File: src/rtl/tlb_pkg.sv
package tlb_pkg;

    typedef enum logic {
        ST_CLEAN = 1'b0,
        ST_FRAC  = 1'b1
    } frac_state_e;

    typedef struct packed {
        logic big;   // stored granularity is the large page
        logic frac;  // large guest page split over small host pages
    } fill_kind_t;

    function automatic fill_kind_t classify(input logic gbig, input logic hbig);
        fill_kind_t k;
        k.big  = gbig & hbig;
        k.frac = gbig & ~hbig;
        return k;
    endfunction

endpackage

File: src/rtl/tlb_match.sv
module tlb_match #(
    parameter int VPN_W = 20,
    parameter int SUB_W = 9
) (
    input  logic             ent_valid,
    input  logic             ent_big,
    input  logic [VPN_W-1:0] ent_vpn,
    input  logic [VPN_W-1:0] probe_vpn,
    output logic             hit
);
    always_comb begin
        if (ent_big)
            hit = ent_valid && (ent_vpn[VPN_W-1:SUB_W] == probe_vpn[VPN_W-1:SUB_W]);
        else
            hit = ent_valid && (ent_vpn == probe_vpn);
    end
endmodule

File: src/rtl/tlb_rr.sv
module tlb_rr #(
    parameter int ENTRIES = 16
) (
    input  logic                       clk,
    input  logic                       rst_n,
    input  logic                       adv,
    output logic [$clog2(ENTRIES)-1:0] ptr
);
    localparam int IDX_W = $clog2(ENTRIES);

    always_ff @(posedge clk or negedge rst_n) begin
        if (!rst_n)
            ptr <= '0;
        else if (adv)
            ptr <= (ptr == IDX_W'(ENTRIES - 1)) ? '0 : ptr + 1'b1;
    end
endmodule

File: src/rtl/tlb_frac_fsm.sv
module tlb_frac_fsm
    import tlb_pkg::*;
(
    input  logic        clk,
    input  logic        rst_n,
    input  logic        inv_en,
    input  logic        flush_en,
    input  logic        fill_frac,
    output logic        escalate,
    output logic        esc_pulse,
    output frac_state_e state
);
    frac_state_e state_d;
    logic        esc_q;

    // state register
    always_ff @(posedge clk or negedge rst_n) begin
        if (!rst_n) begin
            state <= ST_CLEAN;
            esc_q <= 1'b0;
        end else begin
            state <= state_d;
            esc_q <= escalate;
        end
    end

    // next state: a fill lands after any clearing in the same cycle
    always_comb begin
        state_d = state;
        unique case (state)
            ST_CLEAN: if (fill_frac) state_d = ST_FRAC;
            ST_FRAC:  if ((flush_en || inv_en) && !fill_frac) state_d = ST_CLEAN;
            default:  state_d = ST_CLEAN;
        endcase
    end

    // outputs
    always_comb begin
        escalate  = 1'b0;
        esc_pulse = esc_q;
        unique case (state)
            ST_CLEAN: escalate = 1'b0;
            ST_FRAC:  escalate = inv_en;
            default:  escalate = 1'b0;
        endcase
    end
endmodule

File: src/rtl/frac_tlb.sv
module frac_tlb
    import tlb_pkg::*;
#(
    parameter int VA_W      = 32,
    parameter int PA_W      = 32,
    parameter int ENTRIES   = 16,
    parameter int SMALL_OFF = 12,
    parameter int BIG_OFF   = 21
) (
    input  logic                      clk,
    input  logic                      rst_n,
    input  logic [VA_W-1:0]           lk_va,
    output logic                      lk_hit,
    output logic [PA_W-1:0]           lk_pa,
    input  logic                      fill_en,
    input  logic [VA_W-SMALL_OFF-1:0] fill_vpn,
    input  logic [PA_W-SMALL_OFF-1:0] fill_ppn,
    input  logic                      fill_gbig,
    input  logic                      fill_hbig,
    input  logic                      inv_en,
    input  logic [VA_W-SMALL_OFF-1:0] inv_vpn,
    input  logic                      flush_en,
    output logic                      esc_pulse
);
    localparam int IDX_W = $clog2(ENTRIES);
    localparam int VPN_W = VA_W - SMALL_OFF;
    localparam int PPN_W = PA_W - SMALL_OFF;
    localparam int SUB_W = BIG_OFF - SMALL_OFF;

    logic [ENTRIES-1:0] valid_q, big_q, frac_q;
    logic [VPN_W-1:0]   tag_q [ENTRIES];
    logic [PPN_W-1:0]   ppn_q [ENTRIES];

    logic [ENTRIES-1:0] inv_hitv, kill_vec, live, lk_hitv, fill_hitv, valid_d;
    logic [VPN_W-1:0]   lk_vpn;
    logic [IDX_W-1:0]   rr_ptr, tgt;
    logic               fill_any, kill_all, escalate;
    fill_kind_t         fk;
    frac_state_e        frac_state;

    assign lk_vpn = lk_va[VA_W-1:SMALL_OFF];
    assign fk     = classify(fill_gbig, fill_hbig);

    tlb_frac_fsm u_fsm (
        .clk       (clk),
        .rst_n     (rst_n),
        .inv_en    (inv_en),
        .flush_en  (flush_en),
        .fill_frac (fill_en && fk.frac),
        .escalate  (escalate),
        .esc_pulse (esc_pulse),
        .state     (frac_state)
    );

    tlb_rr #(.ENTRIES(ENTRIES)) u_rr (
        .clk   (clk),
        .rst_n (rst_n),
        .adv   (fill_en && !fill_any),
        .ptr   (rr_ptr)
    );

    assign kill_all = flush_en || escalate;

    for (genvar i = 0; i < ENTRIES; i++) begin : g_ent
        tlb_match #(.VPN_W(VPN_W), .SUB_W(SUB_W)) u_inv (
            .ent_valid (valid_q[i]),
            .ent_big   (big_q[i]),
            .ent_vpn   (tag_q[i]),
            .probe_vpn (inv_vpn),
            .hit       (inv_hitv[i])
        );

        assign kill_vec[i] = kill_all || (inv_en && inv_hitv[i]);
        assign live[i]     = valid_q[i] && !kill_vec[i];

        tlb_match #(.VPN_W(VPN_W), .SUB_W(SUB_W)) u_lk (
            .ent_valid (live[i]),
            .ent_big   (big_q[i]),
            .ent_vpn   (tag_q[i]),
            .probe_vpn (lk_vpn),
            .hit       (lk_hitv[i])
        );

        tlb_match #(.VPN_W(VPN_W), .SUB_W(SUB_W)) u_fill (
            .ent_valid (live[i]),
            .ent_big   (big_q[i]),
            .ent_vpn   (tag_q[i]),
            .probe_vpn (fill_vpn),
            .hit       (fill_hitv[i])
        );

        assign valid_d[i] = live[i] || (fill_en && (tgt == IDX_W'(i)));

        always_ff @(posedge clk) begin
            if (fill_en && (tgt == IDX_W'(i))) begin
                tag_q[i] <= fill_vpn;
                ppn_q[i] <= fill_ppn;
                big_q[i] <= fk.big;
                frac_q[i] <= fk.frac;
            end
        end
    end

    // fill target: lowest live match, else the replacement pointer
    always_comb begin
        fill_any = 1'b0;
        tgt      = rr_ptr;
        for (int i = 0; i < ENTRIES; i++) begin
            if (fill_hitv[i] && !fill_any) begin
                fill_any = 1'b1;
                tgt      = IDX_W'(i);
            end
        end
    end

    always_ff @(posedge clk or negedge rst_n) begin
        if (!rst_n)
            valid_q <= '0;
        else
            valid_q <= valid_d;
    end

    // lookup result: lowest matching entry
    always_comb begin
        lk_hit = 1'b0;
        lk_pa  = '0;
        for (int i = 0; i < ENTRIES; i++) begin
            if (lk_hitv[i] && !lk_hit) begin
                lk_hit = 1'b1;
                if (big_q[i])
                    lk_pa = {ppn_q[i][PPN_W-1:SUB_W], lk_va[BIG_OFF-1:0]};
                else
                    lk_pa = {ppn_q[i], lk_va[SMALL_OFF-1:0]};
            end
        end
    end
endmodule

File: config.mk
export PLATFORM = sky130hd
export DESIGN_NAME = frac_tlb
export DESIGN_NICKNAME = d
export VERILOG_FILES = /design/src/rtl/tlb_pkg.sv /design/src/rtl/tlb_match.sv /design/src/rtl/tlb_rr.sv /design/src/rtl/tlb_frac_fsm.sv /design/src/rtl/frac_tlb.sv
export SDC_FILE = /design/constraint.sdc
export NUM_CORES = 1
export LEC_CHECK = 0
export BUFFER_PORTS_ARGS = -buffer_cell sky130_fd_sc_hd__buf_4
export CORE_ASPECT_RATIO = 1.4
export CORE_MARGIN = 1.5
export CORE_UTILIZATION = 68
export DETAILED_ROUTE_END_ITERATION = 8
export GPL_TIMING_DRIVEN = 1
export PLACE_DENSITY = 0.87
export SKIP_LAST_GASP = 1
export SYNTH_ARGS = -nofsm -noshare
export SYNTH_HDL_FRONTEND = slang
export SYNTH_SLANG_ARGS = --single-unit
File: constraint.sdc
create_clock -name clk -period 11.6 [get_ports clk]
set_clock_uncertainty 0.1 [all_clocks]
set_input_delay 0.58 -clock clk [delete_from_list [all_inputs] [get_ports clk]]
set_output_delay 0.58 -clock clk [all_outputs]
set_load 0.02 [all_outputs]
==> results.txt, run 1 <==
Worst setup endpoint: lk_pa[23]
Max rail drop VDD: 152 uV
clk slew on worst S/H paths: 60 ps
DR DRC count: 0
Initial Util: 69.2%
f_max: 148 MHz
PortBufs: 132
RSZ-0062 raised after global routing: no
reg-to-reg critical path startpoint: tag_q[0][152]
Worst setup EP type: output pin
CP arrival: 6060 ps
share of cells above drive strength 1: 10.6%
synth warn: 0
Worst-Margin Slew: 1390 ps
gr usage total: 41.4%
Via Count: 26.7k
CTS tree: done
post-route ant nets: 0
final hold vios: 0
R2R Setup Slk: 5650 ps
final setup TNS: 0 ps
Cells after Synth: 2994
Mapped Nets: 3094
first-pass GRT wire length: 172000 um
num rows: 101
Cell Area, Synth: 37700 sq um
Final Cell Area: 40800 sq um
routed wire length per instance: 31.2 um
pin count of the biggest net entering global routing: 44
HPWL reported at the end of detailed placement: 75000 um
Final #Nets: 3107
DIE AREA: 56900 sq um
slew margin rel.: 6.75%
Sink Count: 678
Primary FF master, synth: edfxtp_1
routed vias/inst: 7.08
initial antenna violation count: 1
Core Footprint: 54500 sq um
status: complete, no violations
Tcrit/Tclk final: 58.1%
Post-CTS Setup Repair Bufs: 0
FFs w/ async S/R, synth: 3.24%
grt total ovfl: 0
Synth cell types: 88
First-pass DRT Iterations: 8
ant diodes: 0
Die Wd: 202 um
initial DRC count: 3266
startpoint types: register
Yosys reg bits: 678
Die Span Y: 282 um
Root Buffer Master: clkbuf_16
Clock Latency Late Sink: 650 ps
Final min period: 6740 ps
Pleak: 13.6 nW
Setup crit start: tag_q[0][88]
most frequent cells in the layout: 656 x edfxtp_1, 497 x xor2_1, 464 x xnor2_1, 171 x buf_4, 118 x mux2i_1
Power Density: 149 nW/um^2
worst hold margin: 125 ps
vias in the first global route: 27.5k
worst min-delay path category: in2reg
number of synthesized flops with an enable pin: 656
crit path max fanout: 43
Max-cap violations: 0
final slew viol count: 0
Ports: 133
TritonCTS Buffers: 61
R2R Path End: ppn_q[1][52]
H-tree Lvls: 2
area of placed instances: 38800 sq um
mean area per synthesized cell: 12.6 sq um
Clock Path Buffers: 3
area delta synth->final: 8.16%
Critical Path RT: 10920 ps
worst-case reg-to-reg path depth: 12
routability congestion estimate: 1.01
# setup viols final: 0
register area share after synthesis: 53.7%
Crit Path Category: reg2out
final WL: 118000 um
commonest non-fill, non-tap cell in the layout: edfxtp_1
==> final cells by class <==
type | count | area (sq um)
Multi-Input combinational cell | 2076 | 16300
Sequential cell | 678 | 20200
Fill cell | 3442 | 13700
Clock buffer | 68 | 1550
Clock inverter | 41 | 379
Inverter | 18 | 67.6
Timing Repair Buffer | 172 | 1290
Tap cell | 721 | 902
==> worst min-delay path by stage <==
stage                   start              end  slack [ps]  depth (start not counted)
floorplan               rst_n  u_fsm.esc_pulse         180                          0
global placement        rst_n       valid_q[9]         400                          1
detailed placement      rst_n      valid_q[13]         410                          1
CTS                 fill_gbig      u_fsm.state         110                          2
global route        fill_gbig      u_fsm.state         140                          2
finish              fill_gbig      u_fsm.state         120                          2
==> sequential cells by signal (all words and copies together), names as in the netlist <==
name / flops
ppn_q: 320
tag_q: 320
big_q: 16
valid_q: 16
u_rr.ptr: 4
u_fsm.esc_pulse: 1
u_fsm.state: 1
==> cell usage after synthesis (all sizes together) (7+ instances only) <==
library cell | count | area, sq um
o221ai | 13 | 114
a22oi | 30 | 230
and3 | 21 | 131
nor3 | 89 | 460
or3 | 24 | 150
o211ai | 23 | 203
a41oi | 25 | 219
dfrtp | 22 | 551
xor2 | 497 | 4350
a31oi | 14 | 87.6
a21oi | 46 | 238
inv | 18 | 67.6
edfxtp | 656 | 19700
nor2 | 53 | 199
and2 | 8 | 50.1
nor4 | 120 | 815
buf | 142 | 907
o21ai | 36 | 180
nand2 | 58 | 220
a222oi | 8 | 80.1
nand4 | 95 | 594
nand2b | 8 | 50.1
nor2b | 40 | 250
a221oi | 9 | 78.8
a311oi | 15 | 131
a221o | 18 | 180
nand3 | 53 | 270
clkbuf | 80 | 305
o2111ai | 7 | 61.3
o311a | 10 | 100
o22ai | 30 | 225
o21bai | 7 | 52.6
a211oi | 40 | 300
o31ai | 7 | 52.6
xnor2 | 464 | 4060
mux2i | 118 | 1180
==> worst max-delay path: stages (launching register included) <==
cell and delay, ps:
edfxtp_1 460, xor2_1 180, nor4_1 330, a41oi_1 240, o211ai_2 350, or4b_1 760, or4b_2 640, buf_4 340
nor4_4 1080, a2111o_1 190, nor4_1 70, o41ai_1 510, buf_4 230
==> routing by layer <==
| metal | vias up | wire [um] | GRT usage (%) |
|---|---|---|---|
| met4 | 0 | 9540 | 31.1 |
| met5 | - | 0 | 0 |
| met3 | 525 | 12100 | 8.30 |
| met2 | 1934 | 56400 | 68.1 |
| met1 | 13100 | 39500 | 48.1 |
| li1 | 11200 | - | - |
==> stage by stage <==
step | std cells | total power, mW | setup slack [ps] | utilization, %
floorplan | 2994 | 3.75 | 5020 | -
global placement | 3664 | 4.05 | 5520 | 71.3
CTS | 3774 | 6.05 | 4960 | 74.9
finish | 3774 | 6.08 | 4860 | 74.9
detailed placement | 3664 | 4.09 | 5320 | 71.3
global route | 3774 | 6.22 | 4690 | 74.9
==> timing repair <==
item,in CTS,in global routing
hold buffers,1,0
gates resized for setup,0,0
setup endpoints to repair,0,0
endpoints found under the hold margin,22,0
==> power breakdown <==
| part | leakage (nW) | internal (mW) | switching, mW |
|---|---|---|---|
| combinational | 6.39 | 0.332 | 0.628 |
| sequential | 6.22 | 2.94 | 0.167 |
| clock | 0.941 | 1.10 | 0.910 |
==> logic make-up (layout without fill, tap and decap cells) <==
kind of cell               after synthesis  count (layout)  synth area share [%]
and+or+nand+nor                        590             590                  8.95
adders and majority gates                1               1                0.0332
buffers and inverters                  240             299                  3.39
AOI/OAI and AO/OA                      400             400                  8.29
muxes                                  124             124                  3.31
DFF                                    678             678                  53.7
xor gates and xnor gates               961             961                  22.3
(Power assumes the default switching activity.)
==> inputs of run 2 (changes only) <==
--- a/config.mk
+++ b/config.mk
@@ -8,10 +8,10 @@
 export BUFFER_PORTS_ARGS = -buffer_cell sky130_fd_sc_hd__buf_4
 export CORE_ASPECT_RATIO = 1.4
 export CORE_MARGIN = 1.5
-export CORE_UTILIZATION = 68
+export CORE_UTILIZATION = 63
 export DETAILED_ROUTE_END_ITERATION = 8
 export GPL_TIMING_DRIVEN = 1
-export PLACE_DENSITY = 0.87
+export PLACE_DENSITY = 0.82
 export SKIP_LAST_GASP = 1
 export SYNTH_ARGS = -nofsm -noshare
 export SYNTH_HDL_FRONTEND = slang
==> constraint.sdc (replaced) <==
create_clock -name clk -period 7 [get_ports clk]
set_clock_uncertainty 0.1 [all_clocks]
set_input_delay 0.35 -clock clk [delete_from_list [all_inputs] [get_ports clk]]
set_output_delay 0.35 -clock clk [all_outputs]
set_load 0.02 [all_outputs]
==> results.txt, run 2 (synthesis gave the netlist of run 1 again) <==
Crit Path Category: reg2out (unchanged)
worst min-delay path category: in2reg (unchanged)
reg-to-reg critical path startpoint: big_q[8] (was tag_q[0][152])
DIE AREA: 61400 sq um (was 56900 sq um)
status: complete, no violations (unchanged)
Final min period: 6240 ps
Ports: 133 (unchanged)
Critical Path RT: 6550 ps (was 10920 ps)
Die Wd: 210 um (was 202 um)
Max rail drop VDD: 252 uV (was 152 uV)
pin count of the biggest net entering global routing: 42 (was 44)
Initial Util: 64.1% (was 69.2%)
CTS tree: done (unchanged)
final hold vios: 0 (unchanged)
routed vias/inst: 6.96 (was 7.08)
hold-fix buffers at CTS: 23 (was 1)
Seq. cell area: 20200 sq um (unchanged)
Worst setup EP type: output pin (unchanged)
Root Buffer Master: clkbuf_16 (unchanged)
First-pass DRT Iterations: 7 (was 8)
share of cells above drive strength 1: 11.7% (was 10.6%)
PortBufs: 132 (unchanged)
H-tree Lvls: 3 (was 2)
ant diodes: 0 (unchanged)
grt total ovfl: 0 (unchanged)
TritonCTS Buffers: 67 (was 61)
# setup viols final: 0 (unchanged)
initial DRC count: 3311 (was 3266)
worst hold margin: 32.5 ps (was 125 ps)
crit path max fanout: 21 (was 43)
Final #Nets: 3160 (was 3107)
routed wire length per instance: 31.5 um (was 31.2 um)
final WL: 121000 um (was 118000 um)
final slew viol count: 0 (unchanged)
vias in the first global route: 27.3k (was 27.5k)
Post-Route Utilization: 70.4% (was 74.9%)
area delta synth->final: 9.94% (was 8.16%)
post_cts resized: 0 (unchanged)
first-pass GRT wire length: 177000 um (was 172000 um)
f_max: 160 MHz
FILL cells: 3957 (was 3442)
Post-CTS Setup Repair Bufs: 0 (unchanged)
gr usage total: 39.8% (was 41.4%)
slew margin rel.: 10.0% (was 6.75%)
routability congestion estimate: 0.950 (was 1.01)
DR DRC count: 0 (unchanged)
Setup crit start: tag_q[0][91] (was tag_q[0][88])
Die Span Y: 292 um (was 282 um)
Largest regs: ppn_q x320, tag_q x320 (unchanged)
Clock Path Buffers: 3 (unchanged)
Max-cap violations: 0 (unchanged)
num rows: 105 (was 101)
final setup TNS: 0 ps (unchanged)
RSZ-0062 raised after global routing: no (unchanged)
Core Footprint: 58900 sq um (was 54500 sq um)
post-route ant nets: 0 (unchanged)
Sink Count: 678 (unchanged)
most frequent cells in the layout: 656 x edfxtp_1, 497 x xor2_1, 464 x xnor2_1, 190 x buf_4, 118 x mux2i_1 (was 656 x edfxtp_1, 497 x xor2_1, 464 x xnor2_1, 171 x buf_4, 118 x mux2i_1)
Power Density: 248 nW/um^2 (was 149 nW/um^2)
Tcrit/Tclk final: 89.1%
CP arrival: 5790 ps (was 6060 ps)
clk slew on worst S/H paths: 70 ps (was 60 ps)
Via Count: 26.9k (was 26.7k)
commonest non-fill, non-tap cell in the layout: edfxtp_1 (unchanged)
hold wc startpoint: fill_vpn[2] (was fill_gbig)
Pleak: 13.9 nW (was 13.6 nW)
Worst-Margin Slew: 1340 ps (was 1390 ps)
startpoint types: register (unchanged)
HPWL reported at the end of detailed placement: 78300 um (was 75000 um)
Clock Latency Late Sink: 650 ps (about the same)
area taken by multi-input logic gates: 16300 sq um (about the same)
initial antenna violation count: 2 (was 1)
-- run 2: critical path, cell delays in order (launching register included) --
cell and delay, ps:
edfxtp_1 490, xnor2_1 190, nand4_1 120, or3_1 460, o211ai_2 310, or4b_1 180, buf_4 270, or4b_2 970
nor4_4 1170, a2111o_1 190, nor4_1 60, o41ai_1 500, buf_4 230
-- run 2: power breakdown --
group / internal [mW] / total [mW] / switching (mW)
registers: 4.88 / 5.17 / 0.288
logic: 0.581 / 1.64 / 1.06
clock network: 1.91 / 3.50 / 1.59
-- run 2: worst paths after layout --
| kind | endpoint | slack [ps] | cells after the start |
|---|---|---|---|
| setup / recovery | lk_pa[23] | 760 | 12 |
| hold / removal | tag_q[0][142] | 30 | 1 |
| setup reg to reg | tag_q[1][39] | 1340 | 10 |
| hold reg to reg | valid_q[13] | 450 | 2 |
| max in group asynchronous | valid_q[13] | 6460 | 2 |
| min in group asynchronous | valid_q[4] | 70 | 2 |
-- run 2: routing by layer --
layer / vias to the layer above / share of wire (%) / global-route usage [%]
met5: - / 0.0091 / 0
met4: 2 / 8.4 / 29.5
met3: 529 / 9.9 / 7.89
met2: 1877 / 47 / 63.9
met1: 13200 / 35 / 47.6
li1: 11300 / - / -
-- run 2: cell type report --
type                            count  area share, %
Tap cell                          749           2.26
Clock buffer                       79           4.28
Sequential cell                   678           48.8
Timing Repair Buffer              219           4.29
Multi-Input combinational cell   2076           39.4
Inverter                           18          0.163
Clock inverter                     41          0.736
-- run 2: metrics by stage --
| stage | cell area [sq um] | std cells | power [mW] | setup slack [ps] |
|---|---|---|---|---|
| 4_1_cts | 41500 | 3860 | 10.3 | 735 |
| 3_3_place_gp | 39100 | 3717 | 6.76 | 1290 |
| 3_5_place_dp | 39100 | 3717 | 6.82 | 1210 |
| 6_report | 41500 | 3860 | 10.3 | 762 |
| 2_1_floorplan | 37700 | 2994 | 6.21 | 652 |
| 5_1_grt | 41500 | 3860 | 10.6 | 627 |
